## config.mk

```make
export PLATFORM = sky130hd
export DESIGN_NAME = pack_slot_select
export DESIGN_NICKNAME = d
export VERILOG_FILES = /design/src/rtl/pss_pkg.sv /design/src/rtl/pss_imp_match.sv /design/src/rtl/pss_slot_bank.sv /design/src/rtl/pss_copy_seq.sv /design/src/rtl/pack_slot_select.sv
export SDC_FILE = /design/constraint.sdc
export NUM_CORES = 1
export LEC_CHECK = 0
export BUFFER_PORTS_ARGS = -buffer_cell sky130_fd_sc_hd__buf_4
export CAP_MARGIN = 20
export CORE_MARGIN = 2
export CORE_UTILIZATION = 60
export DETAILED_ROUTE_END_ITERATION = 8
export GPL_TIMING_DRIVEN = 0
export PLACE_DENSITY = 0.82
export SLEW_MARGIN = 0
export SYNTH_ARGS = -nofsm -noshare
export SYNTH_HDL_FRONTEND = slang
export SYNTH_SLANG_ARGS = --single-unit
```

## constraint.sdc

```tcl
create_clock -name clk_i -period 5.3 [get_ports clk_i]
set_input_delay 0.265 -clock clk_i [delete_from_list [all_inputs] [get_ports clk_i]]
set_output_delay 0.265 -clock clk_i [all_outputs]
set_load 0.05 [all_outputs]
```

## src/rtl/pss_pkg.sv

```systemverilog
package pss_pkg;
  localparam int NSLOT = 2;
  typedef logic slot_t;
endpackage

```

## src/rtl/pss_imp_match.sv

```systemverilog
module pss_imp_match #(
  parameter int IMP_W = 16
) (
  input  logic             valid_i,
  input  logic [IMP_W-1:0] ref_i,
  input  logic [IMP_W-1:0] meas_i,
  input  logic [IMP_W-1:0] tol_i,
  output logic             hit_o
);
  logic [IMP_W-1:0] diff;

  always_comb begin
    if (meas_i >= ref_i) diff = meas_i - ref_i;
    else                 diff = ref_i - meas_i;
    hit_o = valid_i && (diff <= tol_i);
  end
endmodule

```

## src/rtl/pss_slot_bank.sv

```systemverilog
module pss_slot_bank
  import pss_pkg::*;
#(
  parameter int IMP_W = 16
) (
  input  logic             clk_i,
  input  logic             rst_ni,
  input  logic             wr_i,
  input  slot_t            wr_slot_i,
  input  logic [IMP_W-1:0] wr_imp_i,
  output logic [IMP_W-1:0] ref_o [NSLOT],
  output logic [NSLOT-1:0] valid_o
);
  for (genvar s = 0; s < NSLOT; s++) begin : g_slot
    always_ff @(posedge clk_i or negedge rst_ni) begin
      if (!rst_ni) begin
        ref_o[s]   <= '0;
        valid_o[s] <= 1'b0;
      end else if (wr_i && (int'(wr_slot_i) == s)) begin
        ref_o[s]   <= wr_imp_i;
        valid_o[s] <= 1'b1;
      end
    end
  end
endmodule

```

## src/rtl/pss_copy_seq.sv

```systemverilog
module pss_copy_seq #(
  parameter int PROF_LEN = 8,
  localparam int AW = (PROF_LEN > 1) ? $clog2(PROF_LEN) : 1
) (
  input  logic          clk_i,
  input  logic          rst_ni,
  input  logic          start_i,
  output logic          busy_o,
  output logic [AW-1:0] addr_o,
  output logic          last_o,
  output logic          done_o
);
  localparam logic [AW-1:0] LAST = AW'(PROF_LEN - 1);

  assign last_o = busy_o && (addr_o == LAST);

  always_ff @(posedge clk_i or negedge rst_ni) begin
    if (!rst_ni) begin
      busy_o <= 1'b0;
      addr_o <= '0;
      done_o <= 1'b0;
    end else begin
      done_o <= last_o;
      if (last_o) begin
        busy_o <= 1'b0;
        addr_o <= '0;
      end else if (busy_o) begin
        addr_o <= addr_o + 1'b1;
      end else if (start_i) begin
        busy_o <= 1'b1;
        addr_o <= '0;
      end
    end
  end
endmodule

```

## src/rtl/pack_slot_select.sv

```systemverilog
module pack_slot_select
  import pss_pkg::*;
#(
  parameter int IMP_W    = 16,
  parameter int DATA_W   = 16,
  parameter int PROF_LEN = 8,
  localparam int AW = (PROF_LEN > 1) ? $clog2(PROF_LEN) : 1
) (
  input  logic              clk_i,
  input  logic              rst_ni,
  input  logic              tol_we_i,
  input  logic [IMP_W-1:0]  tol_i,
  input  logic              meas_valid_i,
  input  logic [IMP_W-1:0]  meas_imp_i,
  output logic [AW-1:0]     def_addr_o,
  input  logic [DATA_W-1:0] def_data_i,
  output logic              copy_we_o,
  output logic              copy_slot_o,
  output logic [AW-1:0]     copy_addr_o,
  output logic [DATA_W-1:0] copy_data_o,
  output logic              busy_o,
  output logic              done_o,
  output logic              sel_stb_o,
  output logic              sel_slot_o,
  output logic              new_pack_o
);
  logic [IMP_W-1:0] tol_q, pend_q;
  logic [IMP_W-1:0] ref_w [NSLOT];
  logic [NSLOT-1:0] valid_w, hit_w;
  slot_t            mru_q, victim_q;
  logic             busy_w, last_w, accept, miss;
  logic [AW-1:0]    addr_w;

  assign accept = meas_valid_i && !busy_w;
  assign miss   = accept && (hit_w == '0);

  for (genvar s = 0; s < NSLOT; s++) begin : g_match
    pss_imp_match #(.IMP_W(IMP_W)) u_match (
      .valid_i(valid_w[s]),
      .ref_i  (ref_w[s]),
      .meas_i (meas_imp_i),
      .tol_i  (tol_q),
      .hit_o  (hit_w[s])
    );
  end

  pss_slot_bank #(.IMP_W(IMP_W)) u_bank (
    .clk_i    (clk_i),
    .rst_ni   (rst_ni),
    .wr_i     (last_w),
    .wr_slot_i(victim_q),
    .wr_imp_i (pend_q),
    .ref_o    (ref_w),
    .valid_o  (valid_w)
  );

  pss_copy_seq #(.PROF_LEN(PROF_LEN)) u_seq (
    .clk_i  (clk_i),
    .rst_ni (rst_ni),
    .start_i(miss),
    .busy_o (busy_w),
    .addr_o (addr_w),
    .last_o (last_w),
    .done_o (done_o)
  );

  always_ff @(posedge clk_i or negedge rst_ni) begin
    if (!rst_ni) begin
      tol_q      <= '0;
      pend_q     <= '0;
      mru_q      <= 1'b1;  // first victim is slot 0
      victim_q   <= 1'b0;
      sel_stb_o  <= 1'b0;
      sel_slot_o <= 1'b0;
      new_pack_o <= 1'b0;
    end else begin
      sel_stb_o <= 1'b0;
      if (tol_we_i) tol_q <= tol_i;
      if (last_w) begin
        sel_stb_o  <= 1'b1;
        sel_slot_o <= victim_q;
        new_pack_o <= 1'b1;
        mru_q      <= victim_q;
      end else if (accept) begin
        if (hit_w != '0) begin
          sel_stb_o  <= 1'b1;
          sel_slot_o <= !hit_w[0];  // slot 0 has priority
          new_pack_o <= 1'b0;
          mru_q      <= !hit_w[0];
        end else begin
          victim_q <= !mru_q;
          pend_q   <= meas_imp_i;
        end
      end
    end
  end

  assign busy_o      = busy_w;
  assign copy_we_o   = busy_w;
  assign copy_slot_o = victim_q;
  assign copy_addr_o = addr_w;
  assign def_addr_o  = addr_w;
  assign copy_data_o = def_data_i;
endmodule

```

# Word level (Yosys, flattened, before mapping)
# Cells that the tools add are included.
# op_classes
n_addsub,5
multipliers,0
div,0
order_cmp,4
n_eq_ne,1
shifts,0
mux,17
bitwise_logic,3
reduce_logical,17
# ops
op,n
subtractor 16 bit,4
>= comparator 16 bit,2
less-or-equal comparator 16 bit,2
two-way mux 16 bit,2
two-way mux 1 bit,12
two-way mux 3 bit,3
logical AND 1 bit,7
nonzero test 2 bit,3
adder 3 x 1 -> 3 bit (second input constant),1
equality test 3 bit (second input constant),1
zero test 1 bit,3
NOT 1 bit,3
AND reduction 3 bit,1
nonzero test 3 bit,1
zero test 2 bit,1
AND reduction 2 bit,1
# word_totals
regBits,76
latchBits,0
ram_bits,0
romBits,0
in_bits,52
out_inout_bits,29
word_cells,61
memories,0

# Depth between registers and ports, before layout
# Gate-level depths: netlist of the first run.
# depth
word_depth,9
ltp_mapped,24
depth_no_buf,21

# Cells and area by module
# From an unflattened synthesis of the first run, not the netlist that was laid out.
# hier_totals
cells_unflattened,733
hier_area_um2,6941.7
# modules_own_cells
mod,n_inst,cells_per_inst,area_each_um2,seq_area_each_um2
pss_imp_match (g_match[0].u_match),1,269,1944.4,0.0
pss_imp_match (g_match[1].u_match),1,267,1909.3,0.0
pack_slot_select,1,107,1560.2,927.1
pss_slot_bank,1,73,1308.8,850.8
pss_copy_seq,1,17,219.0,125.1

# Worst setup path before layout of the first run
# Ideal clock, no wire load.
# synth_timing
kind,register to register
start,register u_bank.ref_o[16] (netlist name)
end,register pend_q[0]
setup_ns,0.125
arrival_ns,4.234
required_time_ns,5.175
slack_ns,0.940
stages_incl_launch_ff,22
n_path_buf,3
period_less_slack_ns,4.360
cell_sequence,dfrtp_1 -> ha_1 -> inv_1 -> fa_1 -> a21o_1 -> a21oi_1 -> nand3_1 -> a31oi_1 -> o21ai_1 -> buf_2 -> a311oi_1 -> a31oi_1 -> xnor2_1 -> ha_1 -> nand4_1 -> or3_1 -> o2111ai_2 -> o2111ai_2 -> or3_1 -> buf_6 -> buf_12 -> mux2_4
# synth_between
elab_chain_len,7
elab_cells_between_ends,9
classes_between,add/sub: 2; order compare: 2; mux: 1; bitwise: 1; reduce/logical: 3
# synth_rtl
element,line_no,rtl
from (decl),pss_slot_bank.sv:11,"output logic [IMP_W-1:0] ref_o [NSLOT],"
"from (signal, indexed assignment)",pss_slot_bank.sv:20,ref_o[s] <= wr_imp_i;
"subtractor 16 bit, or another cell as far along",pss_imp_match.sv:14,else diff = ref_i - meas_i;
two-way mux 16 bit *,pss_imp_match.sv:13,if (meas_i >= ref_i) diff = meas_i - ref_i;
less-or-equal comparator 16 bit *,pss_imp_match.sv:15,hit_o = valid_i && (diff <= tol_i);
logical AND 1 bit *,pss_imp_match.sv:15,
nonzero test 2 bit *,pack_slot_select.sv:85,if (hit_w != '0) begin
NOT 1 bit (no source line) *,n/a,
AND reduction 3 bit (no source line) *,n/a,
to (signal assigned),pack_slot_select.sv:92,pend_q <= meas_imp_i;
to (decl),pack_slot_select.sv:27,"logic [IMP_W-1:0] tol_q, pend_q;"
# Every way passes the cells marked *; elsewhere a longest branch is shown, timed or not.
# A chain may end at the register's enable or synchronous reset.

# Worst setup path in the final report of the first run
# layout_timing
start,register u_bank.ref_o[16] (netlist name)
end,register pend_q[10]
# Same word-level chain as after synthesis.

==> impl_results.md, run 1 <==
* Combinational power share at 70.9%
* CP Capture Type: register
* H-tree Lvls at 3
* Die Wd at 110 µm
* Switching part of the total at 49.9%
* Ranking of synthesized cells by area: dfrtp_1 (28%), ha_1 (18%), mux2_2 (7.1%), a21oi_1 (4.4%), inv_1 (4.3%)
* Cell with the most instances after synthesis: ha_1
* Final HPWL DP at 14600 µm
* Clk slew on worst S/H paths at 0.06 ns
* Ports at 81
* CP Max Fanout at 10
* Max_cap viols at 0
* Status: finished, final reports clean
* Cell taking the most area after synthesis: dfrtp_1
* Headroom to the max-slew limit at 36.3%
* Seq/Total Area, Yosys at 28.0%
* Drt wl/cell at 18.8 µm
* Tmin final at 5.11 ns
* Sequential Power Share at 18.3%
* Final setup violating endpoints at 0
* Fin crit share at 96.4%
* Total die area at 12200 µm²
* Root buf cell: clkbuf_16
* R2r endpoint: pend_q[10]
* Post-Synth XOR/XNOR Area at 3.61%
* Reg2reg start: u_bank.ref_o[16]
* Gr usage total at 30.9%
* Grt total ovfl at 0
* Core Rows at 38
* Total Nets Final at 982
* Sw Pwr at 2800 µW
* Final Slew Violations at 0
* Area of the multi-input gates at 4350 µm²
* Hold Crit Class: in -> async
* Initial antenna violation count at 1
* Synth Area in Compound Gates at 18.3%
* Warnings from Yosys at 0
* Startpoint types: register
* Worst-Skew Late Latency at 0.36 ns
* Cts hold-fix bufs at 0
* Gp weighted congestion at 0.957
* WS Path Type: reg -> reg
* Worst R2R Path Depth at 21
* Adder-Cell Fraction of Synth Area at 18.8%
* Clock buffer depth at 2
* Cell Int Power at 2810 µW
* Critical Path AT at 5.35 ns
* R2R setup slack at 0.19 ns
* Largest net degree at the start of global routing at 77
* Max IR drop VDD at 0.000560 V
* Drt total wl at 18400 µm
* TritonCTS clock tree: built
* Main synth FF type: dfrtp_1
* Vias in the first global route at 5933
* # fillers at 860
* Share of the synthesized area in the top cell type at 27.6%
* Iter 0 DRT Violations at 319
* FFs w/ async S/R, synth at 100%
* Detailed Routing Iterations Pass 1 at 5
* Cells after synthesis at 756
* Worst Skew at 0.00732 ns
* Syn nets at 908
* Worst Path Required at 5.54 ns
* Initial Util at 62.2%
* IO buf count at 64
* Final Core Density at 71.5%
* Power Total at 5610 µW
* Clk sink count at 76
* Synth top cells by count: ha_1 (96), inv_1 (78), dfrtp_1 (75)
* Lkg Pwr at 0.00390 µW
* FMAX at 196 MHz
* Unique masters post-synth at 55
* Main combinational cell family by area after synthesis: adder cells
* Via density at 5.96
* Cts bufs inserted at 9
* Fraction of layout cells with a size suffix above 1 at 21.2%
* Flops & latches, synth at 76
* Synth Area in Simple Gates at 11.8%
* Power per cell area at 718 nW/µm²
* Vias at 5814
* Clock Power Share at 10.8%
* Mux share of post-synthesis cell area at 10.7%
* DR DRC count at 0
* Sequential cell area at 1900 µm²
* Mean Syn Cell Area at 9.00 µm²
* Core box area at 10900 µm²
* Post-synth EDFFs at 0
* First-pass GRT wire length at 30200 µm
* Slew at the pin with the worst max-slew slack at 0.955 ns
* Area Overhead vs Synth at 14.9%
* Remaining antenna violation count after routing at 0
* Syn Std Cell Area at 6800 µm²
* Final Hold Viols at 0
* Die Ht at 110 µm
[cells by family after synthesis]
logic type      count (synthesis)
compound gates                203
xor+xnor                       28
fa+ha+maj                     100
buf+inv                       130
flops                          76
mux                            63
simple gates                  156
[sequential cells by signal, summed over array words and instances, names as in the netlist]
name	flops
u_bank.ref_o	32
pend_q	16
tol_q	16
u_seq.addr_o	3
u_bank.valid_o	2
copy_slot_o	1
mru_q	1
new_pack_o	1
sel_slot_o	1
sel_stb_o	1
u_seq.busy_o	1
u_seq.done_o	1
[critical path, stage by stage (launching register included)]
cell and delay (ns):
dfrtp_1 0.37, ha_1 0.20, inv_1 0.06, fa_1 0.40, a21o_1 0.22, a21oi_2 0.20, nand3_1 0.16, a31oi_2 0.22
o21ai_2 0.13, buf_4 0.21, a311oi_1 0.23, a31oi_1 0.11, xnor2_1 0.20, ha_1 0.32, nand4_1 0.21, or3_1 0.40
o2111ai_2 0.14, o2111ai_4 0.21, or3_1 0.37, buf_6 0.16, buf_12 0.16, mux2_4 0.30
[stage by stage]
step                      std cells  cell area (µm²)  hold slack [ns]  TNS, ns  setup WS (ns)
after global routing            975             7810            0.144   -0.191        -0.0319
after global placement          960             7460            0.443   -0.984         -0.127
after detailed placement        960             7460            0.473    -1.41         -0.179
final                           976             7820           0.0591        0          0.189
after CTS                       977             7760           0.0937        0        0.00545
after floorplan                 756             6800          -0.0306        0          0.940
[power groups by stage]
stage | combinational (µW) | clock (µW) | sequential, µW
after global placement | 3650 | 0 | 1010
after CTS | 3840 | 616 | 1020
final | 3980 | 608 | 1020
after global routing | 4360 | 640 | 1060
after floorplan | 2720 | 0 | 1060
after detailed placement | 3770 | 0 | 1030
[layer usage]
layer  share of wire (%)  global-route usage, %
met5                   0                      0
met4                 2.6                   12.4
met3                 7.2                   7.85
met2                  47                   50.8
met1                  43                   38.9
[placed cells by master (no fill, tap or decap), drive strengths merged, types with 15 or more instances in the layout]
master	instances
buf	98
clkbuf	27
o21ai	58
dfrtp	75
inv	82
nand2b	15
a21oi	60
nor2	23
nand2	48
a21o	27
ha	96
mux2	51
[how the worst max path moves through the flow]
stage                                 from    endpoint
final                     u_bank.ref_o[16]  pend_q[10]
after global routing      u_bank.ref_o[16]   pend_q[9]
after CTS                  u_bank.ref_o[9]  pend_q[13]
after global placement       meas_imp_i[0]  pend_q[10]
after floorplan           u_bank.ref_o[16]   pend_q[0]
after detailed placement     meas_imp_i[0]   pend_q[9]
[layout make-up]
type,count,area share [%]
antenna,1,0.0320
buffer,50,3.99
clock buffer,10,3.06
clock inverter,6,0.672
inverter,78,3.75
multi-input combinational,550,55.7
sequential,76,24.3
tap,140,2.24
timing repair buffer,65,6.24
[timing repair]
action / 4_1_cts / 5_1_grt
pin swaps: 1 / 4
gates resized for setup: 2 / 14
buffers inserted: 1 / 0
endpoints found under the setup margin: 8 / 17
(Power assumes the default switching activity.)
==> run 2, diff against run 1 <==
--- a/config.mk
+++ b/config.mk
@@ -7,11 +7,11 @@
 export LEC_CHECK = 0
 export BUFFER_PORTS_ARGS = -buffer_cell sky130_fd_sc_hd__buf_4
 export CAP_MARGIN = 20
+export CORE_ASPECT_RATIO = 0.5
 export CORE_MARGIN = 2
-export CORE_UTILIZATION = 60
+export CORE_UTILIZATION = 35
 export DETAILED_ROUTE_END_ITERATION = 8
 export GPL_TIMING_DRIVEN = 0
-export PLACE_DENSITY = 0.82
 export SLEW_MARGIN = 0
 export SYNTH_ARGS = -nofsm -noshare
 export SYNTH_HDL_FRONTEND = slang
==> run 2 against run 1 <==
  * Via count decreased by 1.3%
  * Die area rose by 69%
  * Sequential power about the same
  * Non-clock buffer count up 1
  * Sequential cell count is the same
  * Register-to-register slack barely moved
  * Clock-buffer cell count is 1 lower
  * Final cell count up 12%
  * Critical path type unchanged
  * Largest cell class unchanged
==> impl_results.md, run 2 (synthesized netlist as in run 1, its figures left out) <==
* Status: finished, final reports clean (unchanged)
* Most common cell after layout, fill and taps aside: ha_1 (unchanged)
* Power per cell area at 713 nW/µm² (was 718 nW/µm²)
* IO buf count at 64 (unchanged)
* Detailed Routing Iterations Pass 1 at 5 (unchanged)
* Fin crit share at 96.4% (about the same)
* Initial Util at 36.4% (was 62.2%)
* FMAX at 196 MHz (about the same)
* Post-route setup slack at 0.193 ns (was 0.189 ns)
* # diodes at 0 (was 1)
* Worst Path Required at 5.53 ns (was 5.54 ns)
* Grt total ovfl at 0 (unchanged)
* Iter 0 DRT Violations at 391 (was 319)
* Largest regs: u_bank.ref_o x32, pend_q x16, tol_q x16 (unchanged)
* Initial antenna violation count at 0 (was 1)
* Final Hold Viols at 0 (unchanged)
* Gr usage total at 19.1% (was 30.9%)
* H-tree Lvls at 3 (unchanged)
* Ports at 81 (unchanged)
* Headroom to the max-slew limit at 43.3% (was 36.3%)
* Clk slew on worst S/H paths at 0.07 ns (was 0.06 ns)
* Switching part of the total at 50.0% (was 49.9%)
* Total Nets Final at 983 (was 982)
* Clock Power Share at 11.8% (was 10.8%)
* Startpoint types: register (unchanged)
* Total die area at 20600 µm² (was 12200 µm²)
* Slew at the pin with the worst max-slew slack at 0.851 ns (was 0.955 ns)
* Lkg Pwr at 0.00392 µW (was 0.00390 µW)
* Combinational power share at 70.6% (was 70.9%)
* Max_cap viols at 0 (unchanged)
* Vias in the first global route at 5541 (was 5933)
* Gp weighted congestion at 0.959 (was 0.957)
* Core Rows at 35 (was 38)
* Remaining antenna violation count after routing at 0 (unchanged)
* TritonCTS clock tree: built (unchanged)
* Cell Int Power at 2860 µW (was 2810 µW)
* Worst Skew at 0.00894 ns (was 0.00732 ns)
* Final setup violating endpoints at 0 (unchanged)
* Hold WS at 0.137 ns (was 0.0591 ns)
* Tmin final at 5.11 ns (about the same)
* Clk sink count at 76 (unchanged)
* Core box area at 18700 µm² (was 10900 µm²)
* Placement Setup Slack at -0.192 ns (was -0.179 ns)
* Sw Pwr at 2860 µW (was 2800 µW)
* CP Capture Type: register (unchanged)
* Max IR drop VDD at 0.000215 V (was 0.000560 V)
* WS Path Type: reg -> reg (unchanged)
* Final Core Density at 42.9% (was 71.5%)
* Root buf cell: clkbuf_16 (unchanged)
* Critical Path AT at 5.34 ns (was 5.35 ns)
* Drt wl/cell at 17.6 µm (was 18.8 µm)
* Die Wd at 201 µm (was 110 µm)
* Fraction of layout cells with a size suffix above 1 at 21.8% (was 21.2%)
* Finished layout cell area at 8020 µm² (was 7820 µm²)
* Clock buffer depth at 2 (unchanged)
* Placed Area at 7600 µm² (was 7460 µm²)
* Hold Crit Class: in -> reg (was in -> async)
* Largest net degree at the start of global routing at 77 (unchanged)
* DR DRC count at 0 (unchanged)
* CP Max Fanout at 10 (unchanged)
* Final Slew Violations at 0 (unchanged)
* Worst-Skew Late Latency at 0.35 ns (was 0.36 ns)
* Sequential Power Share at 17.6% (was 18.3%)
* Drt total wl at 19300 µm (was 18400 µm)
* Most frequent cells in the layout: ha_1 (96), buf_4 (89), inv_1 (78), dfrtp_1 (75), a21oi_1 (58) (was ha_1 (96), buf_4 (87), inv_1 (78), dfrtp_1 (75), a21oi_1 (58))
* Cts bufs inserted at 9 (unchanged)
* Via density at 5.24 (was 5.96)
* Setup TNS at 0 ns (unchanged)
* Top reg by flops: u_bank.ref_o (unchanged)
* Final HPWL DP at 15400 µm (was 14600 µm)
* Die Ht at 103 µm (was 110 µm)
* First-pass GRT wire length at 30300 µm (was 30200 µm)
* Area Overhead vs Synth at 18.0% (was 14.9%)
* Vias at 5739 (was 5814)
* Max reg flops at 32 (unchanged)
[run 2: changes by cell type in the layout (fill, tap and decap cells not counted), sizes merged]
| cell | before | now |
|---|---|---|
| buf | 98 | 100 |
| diode | 1 | 0 |
| inv | 82 | 83 |
| bufinv | 0 | 1 |
| clkbuf | 27 | 24 |
| dlygate4sd3 | 0 | 1 |
| clkinv | 2 | 1 |
[run 2: cell type report]
cell class,instances,area [µm²]
Tap cell,259,324
Clock inverter,7,90.1
Inverter,78,293
Buffer,47,303
Sequential cell,76,1900
Clock buffer,9,225
Multi-Input combinational cell,550,4350
Timing Repair Buffer,69,533
Fill cell,1887,10700
[run 2: through the flow]
step,instances,power (µW)
2_1_floorplan,756,3770
3_3_place_gp,1079,4810
3_5_place_dp,1079,4880
4_1_cts,1093,5600
5_1_grt,1095,6210
6_report,1095,5720
[run 2: what timing repair did]
item	in CTS	in global routing
gates resized for setup	4	12
hold endpoints to repair	0	34
buffers inserted	0	3
endpoints found under the setup margin	8	18
pin swaps	0	4
hold buffers	0	1
[run 2: power groups by stage]
stage | sequential [µW] | combinational [µW] | clock, µW
floorplan | 1060 | 2720 | 0
global route | 1050 | 4460 | 711
detailed placement | 1020 | 3860 | 0
global placement | 1010 | 3800 | 0
CTS | 1010 | 3900 | 689
finish | 1010 | 4040 | 674
[run 2: final timing paths]
| check | start | endpoint | slack (ns) | cells after the start |
|---|---|---|---|---|
| max | u_bank.ref_o[6] | pend_q[14] | 0.19 | 20 |
| min | tol_i[3] | tol_q[3] | 0.14 | 3 |
| min reg2reg | new_pack_o | new_pack_o | 0.50 | 1 |
| min in group asynchronous | rst_ni | u_seq.addr_o[1] | 0.41 | 2 |
| max in group asynchronous | rst_ni | mru_q | 4.27 | 3 |
| max reg2reg | u_bank.ref_o[6] | pend_q[14] | 0.19 | 20 |
[run 2: routing by layer]
layer,share of wire [%],vias up,track usage [%],routed length (µm)
met5,0,-,0,0
met4,0.64,0,2.74,124
met3,6.6,14,4.52,1270
met2,39,169,27.3,7620
met1,53,2779,29.4,10300
li1,-,2777,-,-
[run 2: critical path, cell delays in order, from the launching register on]
cell and delay (ns):
dfrtp_1 0.40, ha_1 0.32, buf_2 0.23, and4_1 0.27, nor2b_2 0.24, o21ai_0 0.14, and2_1 0.20, o21ai_4 0.27
buf_6 0.21, mux2i_1 0.23, xnor2_1 0.10, ha_1 0.31, nand4_2 0.15, nor4_2 0.36, o21ai_1 0.12, o2111ai_1 0.17
o2111ai_4 0.25, or3_1 0.37, buf_6 0.16, buf_12 0.16, mux2_4 0.29
==> run 3, diff against run 2 <==
--- a/config.mk
+++ b/config.mk
@@ -15,4 +15,5 @@
 export SLEW_MARGIN = 0
 export SYNTH_ARGS = -nofsm -noshare
 export SYNTH_HDL_FRONTEND = slang
+export SYNTH_HIERARCHICAL = 1
 export SYNTH_SLANG_ARGS = --single-unit
==> run 3 against run 2 <==
  * Clock-buffer cell count unchanged
  * Highest routed layer unchanged
  * Total power decreased by 9.3%
  * Register-to-register slack improved by 0.31 ns
  * Cell area increased by 1.3%
  * Die area increased by 2.0%
  * First-iteration DRC count decreased by 24%
  * Fmax increased by 6.5%
  * Synthesized cell count decreased by 3.0%
  * Global-route usage decreased by 1.9 points
  * Final cell count decreased by 1.2%
  * Hold slack improved by 0.0085 ns
  * Clock skew decreased by 0.0024 ns
==> impl_results.md, run 3 <==
* Final setup violating endpoints at 0 (unchanged)
* Tmin final at 4.80 ns (was 5.11 ns)
* Warnings from Yosys at 6 (was 0)
* Area Overhead vs Synth at 17.0% (was 18.0%)
* Slowest cell delay on critical path at 0.40 ns (about the same)
* Headroom to the max-slew limit at 66.1% (was 43.3%)
* Unique masters post-synth at 64 (was 55)
* Lkg Pwr at 0.00409 µW (was 0.00392 µW)
* Most common cell after layout, fill and taps aside: inv_1 (was ha_1)
* Root buf cell: clkbuf_16 (unchanged)
* Hold Crit Class: in -> reg (unchanged)
* Critical Path AT at 5.03 ns (was 5.34 ns)
* Iter 0 DRT Violations at 299 (was 391)
* H-tree Lvls at 3 (unchanged)
* Worst Path Required at 5.54 ns (was 5.53 ns)
* Largest net degree at the start of global routing at 77 (unchanged)
* Detailed Routing Iterations Pass 1 at 5 (unchanged)
* WS Path Type: reg -> reg (unchanged)
* Ports at 81 (unchanged)
* Placement Setup Slack at 0.0168 ns (was -0.192 ns)
* Total Nets Final at 963 (was 983)
* Vias at 5389 (was 5739)
* Syn nets at 885 (was 908)
* Setup TNS at 0 ns (unchanged)
* Grt total ovfl at 0 (unchanged)
* Ranking of synthesized cells by area: dfrtp_1 (27%), ha_1 (17%), mux2_2 (8.8%), inv_1 (5.7%), a21oi_1 (4.3%) (was dfrtp_1 (28%), ha_1 (18%), mux2_2 (7.1%), a21oi_1 (4.4%), inv_1 (4.3%))
* Via density at 4.98 (was 5.24)
* Total die area at 21000 µm² (was 20600 µm²)
* Post-synth EDFFs at 0 (unchanged)
* Core Rows at 36 (was 35)
* Share of the synthesized area in the top cell type at 27.0% (was 27.6%)
* Max reg flops at 32 (unchanged)
* IO buf count at 63 (was 64)
* TritonCTS clock tree: built (unchanged)
* Core box area at 19500 µm² (was 18700 µm²)
* Crit-path cells: inv_1 > ha_1 > inv_1 > fa_1 > a21o_1 > a221oi_1 > o21ai_0 > a31oi_1 > o311ai_0 > o21ai_1 > xnor2_1 > ha_1 > nand4_1 > o21ai_0 > a21oi_1 > o21a_1 > nor4_4 > buf_6 > mux2_2 (was ha_1 > buf_2 > and4_1 > nor2b_2 > o21ai_0 > and2_1 > o21ai_4 > buf_6 > mux2i_1 > xnor2_1 > ha_1 > nand4_2 > nor4_2 > o21ai_1 > o2111ai_1 > o2111ai_4 > or3_1 > buf_6 > buf_12 > mux2_4)
* Flops & latches, synth at 76 (unchanged)
* Final HPWL DP at 14000 µm (was 15400 µm)
* Die Wd at 203 µm (was 201 µm)
* Cell with the most instances after synthesis: inv_1 (was ha_1)
* # fillers at 1925 (was 1887)
* CTS-repair resized insts at 0 (was 4)
* Gr usage total at 17.2% (was 19.1%)
* Fin crit share at 90.5% (was 96.4%)
* Most frequent cells in the layout: inv_1 (105), ha_1 (96), buf_4 (87), dfrtp_1 (75), a21oi_1 (59) (was ha_1 (96), buf_4 (89), inv_1 (78), dfrtp_1 (75), a21oi_1 (58))
* Initial antenna violation count at 0 (unchanged)
* Remaining antenna violation count after routing at 0 (unchanged)
* FFs w/ async S/R, synth at 100% (unchanged)
* Slowest stage cell, crit path: dfrtp_1 (unchanged)
* Final Hold Viols at 0 (unchanged)
* Startpoint types: register (unchanged)
* Top reg by flops: u_bank/ref_o (was u_bank.ref_o)
* Drt total wl at 17500 µm (was 19300 µm)
* First-pass GRT wire length at 28100 µm (was 30300 µm)
* Mean Syn Cell Area at 9.47 µm² (was 9.00 µm²)
* Synth top cells by count: inv_1 (105), ha_1 (96), dfrtp_1 (75) (was ha_1 (96), inv_1 (78), dfrtp_1 (75))
* Clk sink count at 76 (unchanged)
* Initial Util at 35.7% (was 36.4%)
* Cell taking the most area after synthesis: dfrtp_1 (unchanged)
* CP Capture Type: register (unchanged)
* FMAX at 208 MHz (was 196 MHz)
* Post-route setup slack at 0.503 ns (was 0.193 ns)
* # diodes at 0 (unchanged)
* Max_cap viols at 0 (unchanged)
* Status: finished, final reports clean (unchanged)
* Main synth FF type: dfrtp_1 (unchanged)
* Worst-Skew Late Latency at 0.35 ns (about the same)
* Gp weighted congestion at 0.904 (was 0.959)
* Power per cell area at 638 nW/µm² (was 713 nW/µm²)
* CP Max Fanout at 10 (unchanged)
* Die Ht at 104 µm (was 103 µm)
* Clk slew on worst S/H paths at 0.07 ns (about the same)
* Worst Skew at 0.00656 ns (was 0.00894 ns)
* Final Slew Violations at 0 (unchanged)
* Vias in the first global route at 5308 (was 5541)
* Cells after synthesis at 733 (was 756)
* Cts bufs inserted at 9 (unchanged)
* Drt wl/cell at 16.2 µm (was 17.6 µm)
* Slew at the pin with the worst max-slew slack at 0.509 ns (was 0.851 ns)
* Clock buffer depth at 2 (unchanged)
* Seq/Total Area, Yosys at 27.4% (was 28.0%)
* Largest regs: u_bank/ref_o x32, pend_q x16, tol_q x16 (was u_bank.ref_o x32, pend_q x16, tol_q x16)
* Max IR drop VDD at 0.000224 V (was 0.000215 V)
* Syn Std Cell Area at 6940 µm² (was 6800 µm²)
* Fraction of layout cells with a size suffix above 1 at 26.0% (was 21.8%)
* Unrepaired setup endpoints after global routing: no
* DR DRC count at 0 (unchanged)
## run 3: cell count changes after synthesis, sizes merged, moves of 14 or more
cell,change
inv,+27
nand2,-21
buf,+14
clkbuf,-17
o21ai,-25
mux2,+15
## run 3: power by group
group,switching (µW),total [µW],internal [µW]
clock network,279,700,422
registers,203,1000,802
logic,1980,3480,1510
## run 3: layout make-up
type	count	area (µm²)	share of cell area (%)
Multi-Input combinational cell	503	4270	52.6
Tap cell	266	333	4.10
Clock inverter	7	106	1.31
Timing Repair Buffer	67	518	6.38
Clock buffer	9	225	2.77
Sequential cell	76	1900	23.4
Buffer	49	373	4.59
Inverter	105	394	4.85
## run 3: what timing repair did
action | CTS | global route
hold endpoints to repair | 0 | 33
buffers inserted | 0 | 2
hold buffers | 0 | 1
setup endpoints to repair | 0 | 17
## run 3: per-stage QoR
| stage | cells | cell area (µm²) | utilization (%) | power (µW) | hold slack, ns |
|---|---|---|---|---|---|
| 2_1_floorplan | 733 | 6940 | - | 3540 | -0.0306 |
| 3_3_place_gp | 1062 | 7750 | 39.8 | 4360 | 0.467 |
| 3_5_place_dp | 1062 | 7750 | 39.8 | 4450 | 0.477 |
| 4_1_cts | 1078 | 8080 | 41.5 | 5180 | 0.112 |
| 5_1_grt | 1082 | 8120 | 41.8 | 5650 | 0.135 |
| 6_report | 1082 | 8120 | 41.8 | 5190 | 0.145 |
## run 3: per-layer routing
layer	track usage (%)	part of all wire, %	up-vias
li1	-	-	2679
met1	25.4	52	2572
met2	25.4	42	127
met3	3.68	5.0	11
met4	4.17	0.94	0
met5	0	0	-
## run 3: critical path: cells and delay by family (launching register included)
| family | cells | cell delay [ns] |
|---|---|---|
| AOI/OAI and AO/OA | 9 | 2.13 |
| xor gates and xnor gates | 1 | 0.10 |
| adders and majority gates | 3 | 0.86 |
| buffers and inverters | 3 | 0.34 |
| DFF | 1 | 0.40 |
| muxes | 1 | 0.35 |
| and+or+nand+nor | 2 | 0.49 |
## run 3: kinds of logic (layout without fill, tap and decap cells)
| group | Yosys count | count (layout) | share of synthesized area, % |
|---|---|---|---|
| AO/OA/AOI/OAI | 182 | 182 | 17.4 |
| XOR/XNOR | 28 | 28 | 3.53 |
| adder cells (fa/ha/maj) | 100 | 100 | 18.5 |
| buffers and inverters | 154 | 237 | 11.0 |
| flip-flops | 76 | 76 | 27.4 |
| multiplexers | 82 | 82 | 13.5 |
| AND/OR/NAND/NOR | 111 | 111 | 8.67 |
## run 3: path summary, 6_finish.rpt
path / depth (start not counted) / slack (ns) / from / end
max in group asynchronous: 3 / 4.30 / rst_ni / tol_q[7]
worst max register to register: 19 / 0.50 / u_bank/ref_o[16] / pend_q[12]
worst min register to register: 1 / 0.49 / new_pack_o / new_pack_o
worst min-delay path: 2 / 0.15 / tol_i[13] / tol_q[13]
min in group asynchronous: 2 / 0.41 / rst_ni / u_seq/addr_o[1]
worst max-delay path: 19 / 0.50 / u_bank/ref_o[16] / pend_q[12]
